==> config.mk <==
export PLATFORM = sky130hd
export DESIGN_NAME = pll_lock_mode_det
export DESIGN_NICKNAME = d
export VERILOG_FILES = /design/src/rtl/pll_lock_mode_det.sv
export SDC_FILE = /design/constraint.sdc
export NUM_CORES = 1
export LEC_CHECK = 0
export ABC_CLOCK_PERIOD_IN_PS = 3100
export BUFFER_PORTS_ARGS = -buffer_cell sky130_fd_sc_hd__buf_2
export CORE_ASPECT_RATIO = 0.8
export CORE_UTILIZATION = 35
export CTS_BUF_LIST = sky130_fd_sc_hd__clkbuf_16
export CTS_CLUSTER_DIAMETER = 40
export DETAILED_ROUTE_END_ITERATION = 8
export PLACE_DENSITY = 0.51
export SLEW_MARGIN = 5
export SYNTH_ARGS = -nofsm -noshare
export SYNTH_HDL_FRONTEND = slang
export SYNTH_SLANG_ARGS = --single-unit
export TNS_END_PERCENT = 1
==> constraint.sdc <==
create_clock -name clk -period 3.1 [get_ports clk]
set_input_delay 0.465 -clock clk [delete_from_list [all_inputs] [get_ports clk]]
set_output_delay 0.465 -clock clk [all_outputs]
set_load 0.02 [all_outputs]
==> src/rtl/pll_lock_mode_det.sv <==
module pll_lock_mode_det #(
  parameter int REF_WIN   = 16,
  parameter int CNT_W     = 8,
  parameter int ENTER_TOL = 1,
  parameter int EXIT_TOL  = 3,
  parameter int ENTER_RUN = 2,
  parameter int LOCK_RUN  = 4
) (
  input  logic clk,
  input  logic rst_n,
  input  logic ref_div,
  input  logic fb_div,
  input  logic auto_en,
  input  logic acq_sw,
  output logic acq_stat,
  output logic filt_narrow,
  output logic locked
);
  localparam int RW    = $clog2(REF_WIN);
  localparam int RUN_W = $clog2(LOCK_RUN + 1);
  localparam logic [CNT_W:0] WIN_C  = (CNT_W+1)'(REF_WIN);
  localparam logic [CNT_W:0] ENT_C  = (CNT_W+1)'(ENTER_TOL);
  localparam logic [CNT_W:0] EXIT_C = (CNT_W+1)'(EXIT_TOL);

  // two sync stages plus one history stage per input
  logic [2:0] ref_s, fb_s;
  always_ff @(posedge clk) begin
    if (!rst_n) begin
      ref_s <= '0;
      fb_s  <= '0;
    end else begin
      ref_s <= {ref_s[1:0], ref_div};
      fb_s  <= {fb_s[1:0], fb_div};
    end
  end

  logic ref_rise, fb_rise;
  assign ref_rise = ref_s[1] & ~ref_s[2];
  assign fb_rise  = fb_s[1] & ~fb_s[2];

  logic [RW-1:0] ref_cnt;
  logic          win_end;
  assign win_end = ref_rise && (ref_cnt == RW'(REF_WIN - 1));

  always_ff @(posedge clk) begin
    if (!rst_n)        ref_cnt <= '0;
    else if (win_end)  ref_cnt <= '0;
    else if (ref_rise) ref_cnt <= ref_cnt + 1'b1;
  end

  logic [CNT_W-1:0] fb_cnt;
  logic [CNT_W:0]   fb_tot, err;
  assign fb_tot = {1'b0, fb_cnt} + (CNT_W+1)'(fb_rise);
  assign err    = (fb_tot >= WIN_C) ? fb_tot - WIN_C : WIN_C - fb_tot;

  always_ff @(posedge clk) begin
    if (!rst_n)                     fb_cnt <= '0;
    else if (win_end)               fb_cnt <= '0;
    else if (fb_rise && !(&fb_cnt)) fb_cnt <= fb_cnt + 1'b1;
  end

  logic good, bad;
  assign good = err <= ENT_C;
  assign bad  = err > EXIT_C;

  logic [RUN_W-1:0] run_q, run_n;
  assign run_n = !good ? '0 :
                 (run_q == RUN_W'(LOCK_RUN)) ? run_q : run_q + 1'b1;

  logic track_q, track_n, lock_ok;
  always_comb begin
    track_n = track_q;
    if (!auto_en)
      track_n = acq_sw;
    else if (win_end) begin
      if (track_q && bad)
        track_n = 1'b0;
      else if (!track_q && good && run_n >= RUN_W'(ENTER_RUN))
        track_n = 1'b1;
    end
  end

  always_ff @(posedge clk) begin
    if (!rst_n) begin
      run_q   <= '0;
      lock_ok <= 1'b0;
      track_q <= 1'b0;
    end else begin
      track_q <= track_n;
      if (win_end) begin
        run_q   <= run_n;
        lock_ok <= good && (run_n >= RUN_W'(LOCK_RUN));
      end
    end
  end

  assign acq_stat    = track_q;
  assign filt_narrow = track_q;
  assign locked      = lock_ok & track_q;

  p_lock_drop_r7: assert property (@(posedge clk) disable iff (!rst_n)
    win_end && !good |=> !locked);

  p_exit_acq_r4: assert property (@(posedge clk) disable iff (!rst_n)
    auto_en && win_end && bad |=> !acq_stat);

  p_manual_mode_r8: assert property (@(posedge clk) disable iff (!rst_n)
    !auto_en |=> acq_stat == $past(acq_sw));

  p_enter_at_window_r3: assert property (@(posedge clk) disable iff (!rst_n)
    auto_en && !acq_stat && !win_end |=> !acq_stat);

  p_lock_at_window_r6: assert property (@(posedge clk) disable iff (!rst_n)
    auto_en && !locked && !win_end |=> !locked);
endmodule

After elaboration in Yosys (flattened, before gate mapping)
Index checks and enable logic that the tools add are counted.
{"block": "word_totals", "reg_bits": 23, "output_inout_bits": 3, "wordCells": 46}
{"block": "op_classes", "addsub": 6, "n_lt_le_gt_ge": 5, "n_eq_ne": 4, "n_mux": 7, "n_bitwise": 6, "n_reduce_logical": 11}
{"cell": "adder 8 x 1 -> 9 bit", "count": 1}
{"cell": ">= comparator 9 x 5 -> 1 bit, second input constant", "count": 1}
{"cell": "greater-than comparator 9 x 2 -> 1 bit, second input constant", "count": 1}
{"cell": "less-or-equal comparator 9 x 1 -> 1 bit, second input constant", "count": 1}
{"cell": "2-to-1 mux 9 bit", "count": 1}
{"cell": "subtractor 5 x 9 -> 9 bit, first input constant", "count": 1}
{"cell": "subtractor 9 x 5 -> 9 bit, second input constant", "count": 1}
{"cell": "adder 8 x 1 -> 8 bit, second input constant", "count": 1}
{"cell": "AND reduction 8 bit", "count": 1}
{"cell": "logical AND 1 bit", "count": 6}
{"cell": "2-to-1 mux 3 bit", "count": 2}
{"cell": "adder 4 x 1 -> 4 bit, second input constant", "count": 1}
{"cell": "== test 4 bit, second input constant", "count": 1}
{"cell": "2-to-1 mux 1 bit", "count": 4}
{"cell": "adder 3 x 1 -> 3 bit, second input constant", "count": 1}
{"cell": "bitwise AND 1 bit", "count": 3}
{"cell": "== test 3 bit, second input constant", "count": 1}
{"cell": ">= comparator 3 x 2 -> 1 bit, second input constant", "count": 1}
{"cell": ">= comparator 3 bit, second input constant", "count": 1}
{"cell": "!= test 3 x 1 -> 1 bit, second input constant", "count": 1}
{"cell": "NOT 1 bit", "count": 3}
{"cell": "logical NOT 1 bit", "count": 2}
{"cell": "!= test 2 x 1 -> 1 bit, second input constant", "count": 1}
{"cell": "AND reduction 2 bit", "count": 1}
{"cell": "OR reduction 2 bit", "count": 1}

Longest topological paths before layout
{"block": "logic_depth", "word_depth": 13, "ltp_mapped": 14, "ltp_nobuf": 13}

Worst setup path before layout
OpenSTA, ideal clock, no wires.
{"block": "synth_timing", "path_type": "register -> register", "from": "register fb_s[1]", "to": "register track_q, in the netlist acq_stat", "setup_ns": 0.080, "t_arrival_ns": 2.783, "required_ns": 3.020, "path_slack_ns": 0.237, "path_stages_with_launch": 14, "synth_period_minus_slack_ns": 2.863, "cell_sequence": "dfxtp_1 > nor2b_1 > ha_1 > buf_6 > nand4_2 > xnor2_1 > inv_1 > ha_1 > or4_4 > a311oi_2 > o31ai_1 > a21oi_4 > o22ai_1 > nor3b_1"}
{"block": "synth_via", "elab_chain_len": 10, "word_cells_on_any_way": 18}
{"item": "start: declaration", "line_no": "26", "rtl": "logic [2:0] ref_s, fb_s;"}
{"item": "start signal: assignment", "line_no": "33", "rtl": "fb_s <= {fb_s[1:0], fb_div};"}
{"item": "bitwise AND 1 bit *", "line_no": "39", "rtl": "assign fb_rise = fb_s[1] & ~fb_s[2];"}
{"item": "adder 8 x 1 -> 9 bit *", "line_no": "53", "rtl": "assign fb_tot = {1'b0, fb_cnt} + (CNT_W+1)'(fb_rise);"}
{"item": "subtractor 5 x 9 -> 9 bit, or another cell as far along", "line_no": "54", "rtl": "assign err = (fb_tot >= WIN_C) ? fb_tot - WIN_C : WIN_C - fb_tot;"}
{"item": "2-to-1 mux 9 bit *", "line_no": "54"}
{"item": "less-or-equal comparator 9 x 1 -> 1 bit", "line_no": "63", "rtl": "assign good = err <= ENT_C;"}
{"item": "2-to-1 mux 3 bit", "line_no": "67", "rtl": "assign run_n = !good ? '0 :"}
{"item": ">= comparator 3 x 2 -> 1 bit", "line_no": "78", "rtl": "else if (!track_q && good && run_n >= RUN_W'(ENTER_RUN))"}
{"item": "logical AND 1 bit", "line_no": "78"}
{"item": "!= test 3 x 1 -> 1 bit (no source line)"}
{"item": "AND reduction 2 bit (no source line)"}
{"item": "end signal: assignment", "line_no": "89", "rtl": "track_q <= track_n;"}
{"item": "end: declaration", "line_no": "70", "rtl": "logic track_q, track_n, lock_ok;"}
Mark *: on every way between the ends. The rest lies on a longest branch, timed or not. The select of a mux whose other input is x is not followed.
A chain may end at the register's enable or synchronous reset.

Final worst setup path
{"block": "layout_timing", "from": "register fb_s[1]", "to": "register run_q[1]"}
{"block": "layout_via", "elab_chain_len": 6, "word_cells_on_any_way": 8}
{"item": "bitwise AND 1 bit *", "line_no": "39"}
{"item": "adder 8 x 1 -> 9 bit *", "line_no": "53"}
{"item": "subtractor 5 x 9 -> 9 bit, or another cell as far along", "line_no": "54"}
{"item": "2-to-1 mux 9 bit *", "line_no": "54"}
{"item": "less-or-equal comparator 9 x 1 -> 1 bit *", "line_no": "63"}
{"item": "2-to-1 mux 3 bit *", "line_no": "67"}
{"item": "end signal: assignment", "line_no": "91", "rtl": "run_q <= run_n;"}
{"item": "end: declaration", "line_no": "66", "rtl": "logic [RUN_W-1:0] run_q, run_n;"}
Mark *: on every way between the ends. The rest lies on a longest branch, timed or not.

==> results.ini <==
[final_layout]
final_common_cell=dfxtp_1
layout-drive-gt1-share_pct=15.9
nets=217
layout_common_cells=dfxtp_1 (23), nand2_1 (19), nor2_1 (15)
diodes=0
synthToLayoutAreaGrowth_pct=13.3
utilization_pct=42.0

[floorplan]
die_h_um=62.0
die_w_um=77.0
die_area_um2=4780
core_area_um2=4260
io_pins=9
fp-row-count=21
initial_core_util_pct=37.0

[clocking]
cts.sinks=23
clock_latency_ns=0.26
postCtsSetupBuffers=0
numCtsBuffers=3
root_buffer=clkbuf_16
cts_hold_buf=0
cts-resized-gates=0
htree_levels=1
ctsLongestPathBuffers=2
clkTransAtPathRegs_ns=0.06
cts_tree=yes

[placed_design]
hpwl_um=2530
gp_congestion=0.902
portBuffers=8

[worst_setup_path]
cp_max_fo=5
worstSetupEndpointType=flip-flop
timing.rr.start=fb_s[1]
cp-startpoint=fb_s[1]
required_ns=3.28
arrival_ns=3.12
critPathLaunchType=flip-flop
path_class=reg -> reg

[route]
drc_errors=0
wl_per_cell_um=13.1
drt_iter0_drc=50
firstDrtPassIters=4
num_vias=1349
avgViaCountPerCell=5.23
wirelength_um=3380
postRouteAntennaNets=0

[synth]
synth-main-ff-cell=dfxtp_1
synth_edf_count=0
synthMuxAreaShare_pct=3.25
ys_seq_elements=23
synth_nets=208
synth_area_um2=1580
synthAdderAreaFrac_pct=7.14
synth.avg_cell_area_um2=8.17
synth-xor-area-share_pct=8.33
yosysUniqueCellTypes=47
synth_simple_gate_area_share_pct=31.0
seq_area_frac_synth_pct=29.2
synth-compound-area-share_pct=15.3
postSynthCellCount=193
synth_top_family_by_area=simple AND/OR/NAND/NOR gates
yosys_warnings=0
async_reset_ff_share_pct=0

[sta]
min_period_over_period_pct=94.8
hold_viol=0
maxSlewHeadroom_pct=73.0
rsz0062_at_grt=no
fmax_ghz=0.340
fin_skew_ns=0.00377
holdWs_ns=0.410
drv_slew=0
finalSetupViolCount=0
worstMarginPinSlew_ns=0.405
finalCriticalPeriod_ns=2.94
setup-tns-final_ns=0

[power_and_ir_drop]
p_leak_nw=0.732
power_density_nw_per_um2=363
totalPowerFinal_mw=0.648
vdd.ir_drop.worst_mv=0.285

[global_routing]
grt_max_degree=15
antenna_found_initial=0
grt_pass1_vias=1205
grt_overflow=0
grt_pass1_wl_um=5550
track_usage_pct=15.0

[job]
maxCapViolCount=0

[hold_path]
hold_class=in -> reg
min-delay-start=fb_div

[run_status]
status=complete, no violations

==> cells by family (layout without fill, tap and decap cells) <==
family                   after synthesis  after routing
XOR/XNOR                              15             15
multiplexers                           5              5
AO/OA/AOI/OAI                         32             32
adder cells (fa/ha/maj)                9              9
AND/OR/NAND/NOR                       89             89
flip-flops                            23             23
buffers and inverters                 20             28
==> where the power goes <==
group | internal (mW) | switching, mW
clock network | 0.175 | 0.112
registers | 0.301 | 0.00369
logic | 0.0251 | 0.0314
==> sequential cells by signal (all words and copies together), names as in the netlist <==
register  flops
ref_cnt       4
fb_cnt        8
run_q         3
fb_s          3
lock_ok       1
acq_stat      1
ref_s         3
==> cell usage after synthesis, drive strengths merged (2+ instances only) <==
master / number / area, µm²
inv: 6 / 22.5
nand2b: 4 / 25.0
nor3: 2 / 10.0
and2: 12 / 75.1
dfxtp: 23 / 460
and4: 2 / 17.5
nand2: 19 / 71.3
buf: 6 / 38.8
ha: 9 / 113
mux2i: 4 / 40.0
o22ai: 3 / 18.8
a311oi: 3 / 32.5
clkbuf: 8 / 30.0
nor2: 15 / 56.3
xnor2: 9 / 78.8
a31oi: 2 / 12.5
nor2b: 6 / 37.5
o2bb2ai: 2 / 17.5
and3: 5 / 31.3
xor2: 6 / 52.6
a21o: 2 / 15.0
a21oi: 5 / 36.3
o21ai: 5 / 25.0
o211ai: 3 / 22.5
nand3: 9 / 45.0
nand4: 7 / 50.1
or4b: 2 / 20.0
==> path summary, 6_finish.rpt <==
path	cells after the start	endpoint	slack, ns
setup / recovery	12	run_q[1]	0.16
hold reg to reg	1	fb_s[1]	0.44
hold / removal	2	fb_s[0]	0.41
setup reg to reg	12	run_q[1]	0.16
==> critical path, stage by stage (launching register included) <==
cell and delay [ns]:
dfxtp_1 0.33, nor2b_2 0.18, ha_1 0.20, nand4_2 0.19, xnor2_2 0.22, inv_1 0.07
ha_1 0.19, or4_4 0.53, a311oi_2 0.30, o31ai_1 0.17, a21oi_4 0.21, a31oi_1 0.13
o22ai_1 0.16
==> metrics by stage <==
stage | worst slack, ns | std cells | instance area, µm²
after floorplan | 0.237 | 193 | 1580
final | 0.163 | 258 | 1790
after detailed placement | 0.0931 | 254 | 1690
after global routing | 0.000342 | 258 | 1790
after global placement | 0.212 | 254 | 1690
after CTS | 0.0597 | 258 | 1780
==> cell type report <==
type	instances	area, µm²
fillers	455	2470
well taps	57	71.3
inverters	6	22.5
multi-input cells	150	1030
clock buffers	3	75.1
repair buffers	18	115
flip-flops and latches	23	460
clock inverters	1	7.51
==> layer usage <==
metal  vias to the layer above  GRT usage (%)  wire, µm
met5                         -              0         0
met3                         4           3.36       145
li1                        695              -         -
met2                        23           22.4      1380
met1                       627           21.8      1820
met4                         0           4.04        32
No activity file was read; power rests on OpenSTA's default activity.
